<file path="src/rtl/issue_pkg.sv">
package issue_pkg;

    localparam int OPC_W = 8;

    localparam logic [OPC_W-1:0] OP_NOP     = 8'h00;
    localparam logic [OPC_W-1:0] OP_ALU_LO  = 8'h10;
    localparam logic [OPC_W-1:0] OP_ALU_HI  = 8'h1F;
    localparam logic [OPC_W-1:0] OP_DOUBLE  = 8'h20;
    localparam logic [OPC_W-1:0] OP_SKIP    = 8'h30;
    localparam logic [OPC_W-1:0] OP_BRANCH  = 8'h40;
    localparam logic [OPC_W-1:0] OP_CBRANCH = 8'h41;
    localparam logic [OPC_W-1:0] OP_RETURN  = 8'h50;

    typedef enum logic [2:0] {
        C_NOP, C_SINGLE, C_DOUBLE, C_SKIP,
        C_BRANCH, C_CBRANCH, C_RETURN, C_UNKNOWN
    } op_class_t;

    typedef enum logic [2:0] {
        ST_ISSUE, ST_SECOND, ST_SKIP1, ST_SKIP2, ST_FLUSH2, ST_FLUSH1
    } seq_state_t;

    typedef enum logic [1:0] {
        PC_HOLD, PC_STEP, PC_LOAD
    } pc_op_t;

endpackage

</file>
<file path="src/rtl/issue_decode.sv">
module issue_decode
    import issue_pkg::*;
(
    input  logic [OPC_W-1:0] opcode,
    output op_class_t        cls
);
    always_comb begin
        if (opcode >= OP_ALU_LO && opcode <= OP_ALU_HI) begin
            cls = C_SINGLE;
        end else begin
            unique case (opcode)
                OP_NOP:     cls = C_NOP;
                OP_DOUBLE:  cls = C_DOUBLE;
                OP_SKIP:    cls = C_SKIP;
                OP_BRANCH:  cls = C_BRANCH;
                OP_CBRANCH: cls = C_CBRANCH;
                OP_RETURN:  cls = C_RETURN;
                default:    cls = C_UNKNOWN;
            endcase
        end
    end
endmodule

</file>
<file path="src/rtl/issue_pc.sv">
module issue_pc
    import issue_pkg::*;
#(
    parameter int PC_W = 16
) (
    input  logic            clk,
    input  logic            rst,
    input  pc_op_t          op,
    input  logic [PC_W-1:0] target,
    output logic [PC_W-1:0] pc
);
    localparam logic [PC_W-1:0] STEP = PC_W'(2);

    always_ff @(posedge clk) begin
        if (rst) begin
            pc <= '0;
        end else begin
            unique case (op)
                PC_STEP: pc <= pc + STEP;
                PC_LOAD: pc <= target;
                default: pc <= pc;
            endcase
        end
    end
endmodule

</file>
<file path="src/rtl/issue_fsm.sv">
module issue_fsm
    import issue_pkg::*;
(
    input  logic      clk,
    input  logic      rst,
    input  op_class_t cls,
    input  logic      cond_true,
    output pc_op_t    pc_op,
    output logic      use_ret,
    output logic      issue_valid,
    output logic      bubble,
    output logic      pass_word
);
    seq_state_t state, nxt;

    always_ff @(posedge clk) begin
        if (rst) state <= ST_ISSUE;
        else     state <= nxt;
    end

    always_comb begin
        nxt     = ST_ISSUE;
        pc_op   = PC_STEP;
        use_ret = 1'b0;
        unique case (state)
            ST_ISSUE: begin
                unique case (cls)
                    C_DOUBLE: nxt = ST_SECOND;
                    C_SKIP:   nxt = cond_true ? ST_SKIP1 : ST_ISSUE;
                    C_BRANCH: begin
                        pc_op = PC_LOAD;
                        nxt   = ST_FLUSH1;
                    end
                    C_CBRANCH: begin
                        if (cond_true) begin
                            pc_op = PC_LOAD;
                            nxt   = ST_FLUSH1;
                        end
                    end
                    C_RETURN: begin
                        pc_op   = PC_LOAD;
                        use_ret = 1'b1;
                        nxt     = ST_FLUSH2;
                    end
                    default: nxt = ST_ISSUE;
                endcase
            end
            ST_SECOND: nxt = ST_ISSUE;
            ST_SKIP1:  nxt = (cls == C_DOUBLE) ? ST_SKIP2 : ST_ISSUE;
            ST_SKIP2:  nxt = ST_ISSUE;
            ST_FLUSH2: begin
                pc_op = PC_HOLD;
                nxt   = ST_FLUSH1;
            end
            ST_FLUSH1: begin
                pc_op = PC_HOLD;
                nxt   = ST_ISSUE;
            end
            default: nxt = ST_ISSUE;
        endcase
    end

    always_comb begin
        issue_valid = 1'b0;
        bubble      = 1'b0;
        pass_word   = 1'b0;
        if (!rst) begin
            unique case (state)
                ST_ISSUE: begin
                    issue_valid = 1'b1;
                    pass_word   = (cls != C_NOP) && (cls != C_UNKNOWN);
                end
                ST_SECOND: begin
                    issue_valid = 1'b1;
                    pass_word   = 1'b1;
                end
                default: bubble = 1'b1;
            endcase
        end
    end
endmodule

</file>
<file path="src/rtl/issue_seq.sv">
module issue_seq
    import issue_pkg::*;
#(
    parameter int WORD_W = 24,
    parameter int PC_W   = 16
) (
    input  logic              clk,
    input  logic              rst,
    input  logic [WORD_W-1:0] imem_data,
    input  logic              cond_true,
    input  logic [PC_W-1:0]   ret_addr,
    output logic [PC_W-1:0]   pc,
    output logic              issue_valid,
    output logic              bubble,
    output logic [WORD_W-1:0] exec_word
);
    op_class_t       cls;
    pc_op_t          pc_op;
    logic            use_ret;
    logic            pass_word;
    logic [PC_W-1:0] target;

    issue_decode u_dec (
        .opcode (imem_data[WORD_W-1 -: OPC_W]),
        .cls    (cls)
    );

    issue_fsm u_fsm (
        .clk         (clk),
        .rst         (rst),
        .cls         (cls),
        .cond_true   (cond_true),
        .pc_op       (pc_op),
        .use_ret     (use_ret),
        .issue_valid (issue_valid),
        .bubble      (bubble),
        .pass_word   (pass_word)
    );

    assign target = use_ret ? ret_addr : imem_data[PC_W-1:0];

    issue_pc #(.PC_W(PC_W)) u_pc (
        .clk    (clk),
        .rst    (rst),
        .op     (pc_op),
        .target (target),
        .pc     (pc)
    );

    assign exec_word = pass_word ? imem_data : '0;
endmodule

</file>
<file path="config.mk">
export PLATFORM = sky130hd
export DESIGN_NAME = issue_seq
export DESIGN_NICKNAME = d
export VERILOG_FILES = /design/src/rtl/issue_pkg.sv /design/src/rtl/issue_decode.sv /design/src/rtl/issue_pc.sv /design/src/rtl/issue_fsm.sv /design/src/rtl/issue_seq.sv
export SDC_FILE = /design/constraint.sdc
export NUM_CORES = 1
export LEC_CHECK = 0
export ABC_AREA = 1
export BUFFER_PORTS_ARGS = -buffer_cell sky130_fd_sc_hd__buf_2
export CAP_MARGIN = 10
export CORE_ASPECT_RATIO = 0.6
export CORE_MARGIN = 1.5
export CORE_UTILIZATION = 40
export DETAILED_ROUTE_END_ITERATION = 12
export GPL_ROUTABILITY_DRIVEN = 0
export PLACE_DENSITY = 0.77
export SYNTH_ARGS = -nofsm -noshare
export SYNTH_HDL_FRONTEND = slang
export SYNTH_SLANG_ARGS = --single-unit
export TNS_END_PERCENT = 50
</file>
<file path="constraint.sdc">
create_clock -name clk -period 2.12 [get_ports clk]
set_input_delay 0.212 -clock clk [delete_from_list [all_inputs] [get_ports clk]]
set_output_delay 0.212 -clock clk [all_outputs]
set_load 0.05 [all_outputs]
</file>
Yosys cells after proc, flatten, opt, wreduce, memory -nomap -nowiden

Cells that the tools add are included.
Widths: inputs -> output; s select.

Register bits after elaboration: 19
Bits in latches: 0
Memory bits (writable): 0
Bits in read-only memories: 0
Bits of input ports: 43
Memories: 0

$add $sub $neg: 1
Multiply operators: 0
Div/mod/pow operators: 0
$lt $le $gt $ge: 2
Eq/ne operators: 17
Shift operators: 0
Muxes and demuxes: 21
Bitwise gates (word level): 0
Reductions and logical operators: 9

Operators with widths:

| operator              | count |
|---|---|
| $pmux 16 s2           | 1 |
| $eq 8x7->1 const B    | 3 |
| $mux 24               | 1 |
| $pmux 3 s6            | 1 |
| $add 16x2->16 const B | 1 |
| $eq 8x6->1 const B    | 2 |
| $mux 16               | 1 |
| $eq 3x3->1 const B    | 5 |
| $pmux 3 s5            | 1 |
| $eq 3x2->1 const B    | 3 |
| $pmux 3 s3            | 1 |
| $ge 8x5->1 const B    | 1 |
| $le 8x5->1 const B    | 1 |
| $logic_not 8->1       | 1 |
| $pmux 2 s2            | 2 |
| $mux 1                | 7 |
| $mux 2                | 3 |
| $mux 3                | 2 |
| $reduce_or 2->1       | 3 |
| $eq 3x1->1 const B    | 1 |
| $logic_not 3->1       | 1 |
| $ne 3x3->1 const B    | 1 |
| $reduce_bool 3->1     | 1 |
| $eq 2x1->1 const B    | 1 |
| other kinds (4)       | 5 |

Logic depth before layout (Yosys ltp)

Depth in word-level cells: 9
Mapped depth: 15
Mapped depth without buffers: 14

By module

From an unflattened synthesis, not the netlist that was laid out.

Cells, all modules: 354
Area, all modules: 2044.5 µm²

Modules (own cells, without submodules):

| module       | times used | cells an instance | area an instance (µm²) | sequential area each (µm²) |
|---|---|---|---|---|
| issue_pc     | 1          | 172               | 1151.1                 | 320.3 |
| issue_seq    | 1          | 102               | 486.7                  | 0.0 |
| issue_fsm    | 1          | 46                | 247.7                  | 60.1 |
| issue_decode | 1          | 34                | 158.9                  | 0.0 |

Least setup slack after synthesis

OpenSTA, ideal clock, no wires.

Path type: input to register
Start: in imem_data[16]
End: reg u_pc.pc[7]
Library setup time: 0.127 ns
Arrival time: 1.855 ns
Data required time: 1.993 ns
Setup slack: 0.137 ns
Stages: 13
Buffers on the path: 2
Cell sequence: nor2_2 -> nand2_2 -> inv_2 -> a22oi_1 -> o21ai_0 -> nand2_1 -> o21ai_0 -> ha_1 -> clkbuf_1 -> inv_1 -> clkbuf_1 -> o21ai_0 -> a21oi_1

Longest elaborated chain between the ends: 9
Elaborated cells on any way between the ends: 24
Those cells by class: order compare: 2; eq/ne: 10; mux: 8; reduce/logical: 4

Ends and longest elaborated chain:

| element                                                 | line                                  | text |
|---|---|---|
| start: declaration                                      | issue_seq.sv:9                        | `input logic [WORD_W-1:0] imem_data,` |
| $ge 8x5->1, or another cell as far along                | issue_decode.sv:8                     | `if (opcode >= OP_ALU_LO && opcode <= OP_ALU_HI) begin` |
| $logic_and 1x1->1 / $pmux 3 s6 (equally long branches)  | issue_decode.sv:8, issue_decode.sv:11 |  |
| $mux 3 *                                                | issue_decode.sv:8                     |  |
| $eq 3x3->1                                              | issue_fsm.sv:27                       | `unique case (cls)` |
| $reduce_or 2->1 (no source line)                        | --                                    |  |
| $pmux 2 s2                                              | issue_fsm.sv:27                       |  |
| $pmux 2 s2                                              | issue_fsm.sv:25                       | `unique case (state)` |
| $eq 2x2->1 / $eq 2x1->1 (equally long branches)         | issue_pc.sv:18                        | `unique case (op)` |
| $pmux 16 s2 / $reduce_bool 2->1 (equally long branches) | --                                    |  |
| end signal: assignment                                  | issue_pc.sv:19                        | `PC_STEP: pc <= pc + STEP;` |
| end signal: assignment                                  | issue_pc.sv:20                        | `PC_LOAD: pc <= target;` |
| end signal: assignment                                  | issue_pc.sv:21                        | `default: pc <= pc;` |
| end: declaration                                        | issue_pc.sv:10                        | `output logic [PC_W-1:0] pc` |

Mark *: on every way between the ends. The rest lies on a longest branch, timed or not.
A chain may end at the register's enable or synchronous reset.

Worst setup path after layout

Start: reg u_fsm.state[1]
End: out exec_word[18]

Longest elaborated chain between the ends: 4
Elaborated cells on any way between the ends: 5
Those cells by class: eq/ne: 1; mux: 3; reduce/logical: 1

Ends and longest elaborated chain:

| element                                              | line            | text |
|---|---|---|
| start: declaration                                   | issue_fsm.sv:14 | `seq_state_t state, nxt;` |
| start signal: assignment                             | issue_fsm.sv:18 | `else state <= nxt;` |
| $eq 3x1->1 / $logic_not 3->1 (equally long branches) | issue_fsm.sv:68 | `unique case (state)` |
| $pmux 1 s2 *                                         | issue_fsm.sv:68 |  |
| $mux 1 *                                             | issue_fsm.sv:67 | `if (!rst) begin` |
| $mux 24 *                                            | issue_seq.sv:50 | `assign exec_word = pass_word ? imem_data : '0;` |
| end: declaration                                     | issue_seq.sv:15 | `output logic [WORD_W-1:0] exec_word` |

Marked as above.

==> results.toml <==
[outcome]
status = "completed"

[clocking]
clkSinkCount = 19
ctsLongestPathBuffers = 2
cts.root.buffer_cell = "sky130_fd_sc_hd__clkbuf_8"
cts.htree.levels = 1
cts_tree = "done"
tritoncts.num_buffers = 3
clkSlewWorstSetupHoldPaths_ns = 0.08
clock_insertion_delay_worst_skew_ns = 0.27

[routing]
detail-route-antenna-nets = 0
drt_drc_violations_left = 0
route.detailed.vias_per_inst = 5.185
route.detailed.wl_per_inst_um = 13.88
detail_route.iter0.violations = 258
routed_wirelength_um = 6232
via_count = 2328
drt_first_pass_iters = 6

[logic_synthesis]
syn_nets = 345
yosysWarnings = 0
netlist_area_mm2 = 0.001729
yosysSeqAreaShare_pct = 22.00
post_synthesis_cell_count = 300
synth_top_area_share_pct = 22.00
ys_seq_elements = 19
netlist_top_cells_area = "sky130_fd_sc_hd__dfxtp_1 (22%), sky130_fd_sc_hd__a21oi_1 (10%), sky130_fd_sc_hd__inv_1 (10%)"
synth_enable_flop_cells = 0
ys.flop_type = "sky130_fd_sc_hd__dfxtp_1"
ys_async_sr_fraction_pct = 0
post_synthesis_cell_type_count = 27
synth_top_cell_by_area = "sky130_fd_sc_hd__dfxtp_1"
synth.avg_cell_area_um2 = 5.764
synth.cells.most_frequent = "sky130_fd_sc_hd__inv_1 (46), sky130_fd_sc_hd__nand2_1 (46), sky130_fd_sc_hd__nor2_1 (39), sky130_fd_sc_hd__a21oi_1 (35), sky130_fd_sc_hd__o21ai_0 (29)"

[worst_setup_path]
cp.arrival_ns = 1.88
nature_of_the_critical_path_startpoint = "flop"
timing.critical_path.to_type = "primary output"
worst-endpoint-required_ns = 1.91
critical_path_peak_fanout = 6
critPathKind = "reg -> out"

[cells_and_area]
final_nets = 435
layout.area.seq_um2 = 382.9
final_layout_size_suffix_gt1_share_pct = 37.79
area_delta_synth_final_pct = 53.33
num_antenna_cells = 0
n_fill_cell = 376
multiInputGateArea_mm2 = 0.001291
finalNonFillerCells = 449

[power_and_ir_drop]
power_switching_mw = 0.4140
cellPowerDensity_mw_per_mm2 = 393.0
power.share.sequential_pct = 37.3
static_leakage_nw = 1.223
clockPowerShare_pct = 25.9
cell_internal_pwr_mw = 0.6279
totalPowerFinal_mw = 1.042
swShare_pct = 39.74
comb_pwr_share_pct = 36.8
irDropWorstVdd_mv = 0.3769

[timing]
final.min_clock_period_ns = 2.090
max-slew-margin-rel_pct = 57.36
final_min_period_over_clock_period_pct = 98.58
postLayoutSetupSlackWorst_ns = 0.03019
grt_setup_unrepaired = "yes"
final-max-slew-violation-count = 0
max_freq_mhz = 478.5
setup_viol = 0
slew_at_the_pin_with_the_worst_max_slew_slack_ns = 0.6389
hold_viol_final = 0
clock-skew-final_ns = 0.003955

[die]
floorplan.io_pins = 85
placementRows = 18
coreArea_mm2 = 0.004121
start_util_pct = 41.96
die_area_mm2 = 0.004739
fp.dieH_um = 53.93
die-width_um = 87.88

[global_routing]
via_count_of_the_first_global_routing_pass = 1822
global_route_wire_length_before_repair_um = 8735
gr-usage-all-layers_pct = 24.20
grt_start_max_net_pins = 33
number_of_antenna_violations_at_the_first_check_in_global_routing = 0
overflow = 0

[placed_design]
numPlacedInstances = 439
placement.setup.worst_slack_ns = 0.07478
placement.io_buffers = 84
dp_hpwl_um = 4169

[worst_hold_path]
worst_hold_path_type = "in -> reg"

[flow_run]
max_cap_viol_count = 0
==> cell families (layout without fill, tap and decap cells) <==
group,count (synthesis),in the layout,synth area share (%)
fa+ha+maj,2,2,1.447
buf+inv,61,147,14.25
flops,19,19,22.00
xor+xnor,4,4,2.026
compound gates,86,86,26.99
simple gates,128,131,33.29
==> final cells by class <==
class / instances / share of cell area (%)
clock buffer: 4 / 1.699
tap: 60 / 2.832
multi-input combinational: 223 / 48.70
timing repair buffer: 95 / 25.53
sequential: 19 / 14.44
inverter: 48 / 6.796
==> state kept, by name, indices dropped and copies added, names as in the netlist <==
signal       cells
u_pc.pc         16
u_fsm.state      3
==> power groups by stage <==
stage	Combinational, mW	Clock, mW	Sequential, mW
6_report	0.384	0.270	0.389
5_1_grt	0.411	0.288	0.392
4_1_cts	0.315	0.271	0.388
3_5_place_dp	0.305	0	0.396
3_3_place_gp	0.303	0	0.396
2_1_floorplan	0.166	0	0.442
==> per-stage QoR <==
stage | hold WS (ns) | util [%] | TNS, ns | instance area, um2
after floorplan | 0.4138 | - | 0 | 1729
after global placement | 0.4560 | 54.13 | 0 | 2231
after detailed placement | 0.4659 | 54.13 | 0 | 2231
after CTS | 0.2061 | 56.34 | 0 | 2322
after global routing | 0.2317 | 64.33 | -1.778 | 2651
final | 0.2180 | 64.33 | 0 | 2651
==> layout by cell type, fill, tap and decap left out, types with 3 or more instances in the layout <==
master                     synthesis  routed
sky130_fd_sc_hd__nand2_8           0       4
sky130_fd_sc_hd__o21ai_0          29      29
sky130_fd_sc_hd__buf_4             0      10
sky130_fd_sc_hd__nor2_2           16      17
sky130_fd_sc_hd__inv_2             2       6
sky130_fd_sc_hd__nor3_1            8       8
sky130_fd_sc_hd__dfxtp_1          19      17
sky130_fd_sc_hd__o211ai_1          7       7
sky130_fd_sc_hd__nand3_1          10      10
sky130_fd_sc_hd__buf_8             0       3
sky130_fd_sc_hd__buf_2             2      60
sky130_fd_sc_hd__nand2_1          46      45
sky130_fd_sc_hd__nor2_1           39      24
sky130_fd_sc_hd__a21oi_1          35      35
sky130_fd_sc_hd__o21ai_1           4       4
sky130_fd_sc_hd__inv_1            46      42
sky130_fd_sc_hd__buf_6             2      21
sky130_fd_sc_hd__xor2_1            4       4
sky130_fd_sc_hd__a31oi_1           8       8
sky130_fd_sc_hd__clkbuf_8          0       3
sky130_fd_sc_hd__nor2_4            0      14
==> path summary, 6_finish.rpt <==
check	from	endpoint	slack (ns)	depth (start not counted)
hold reg to reg	u_pc.pc[0]	u_pc.pc[0]	0.47	2
hold / removal	rst	u_fsm.state[0]	0.22	2
setup / recovery	u_fsm.state[1]	exec_word[18]	0.03	10
setup reg to reg	u_fsm.state[1]	u_pc.pc[10]	0.35	10
==> critical path, stage by stage, from the launching register on <==
cell                      delay [ns]
sky130_fd_sc_hd__dfxtp_2        0.34
sky130_fd_sc_hd__inv_2          0.07
sky130_fd_sc_hd__nand2_4        0.06
sky130_fd_sc_hd__nor2_4         0.15
sky130_fd_sc_hd__inv_2          0.06
sky130_fd_sc_hd__a31oi_1        0.14
sky130_fd_sc_hd__nand2_1        0.11
sky130_fd_sc_hd__nand2_4        0.22
sky130_fd_sc_hd__nand2_8        0.13
sky130_fd_sc_hd__nor2_2         0.15
sky130_fd_sc_hd__buf_6          0.17
==> timing repair <==
item	in CTS	in global routing
buffers inserted	0	3
hold buffers	0	0
setup endpoints to repair	24	24
gates resized for setup	16	86
pin swaps	0	6
gates cloned	0	3
==> per-layer routing <==
layer	share of wire, %	track usage (%)	up-vias
met5	0	0	-
met3	8.8	5.061	10
met4	1.2	3.439	0
li1	-	-	1160
met2	43	34.86	113
met1	47	37.21	1045
Note: power is estimated with default switching activity, not from simulation.
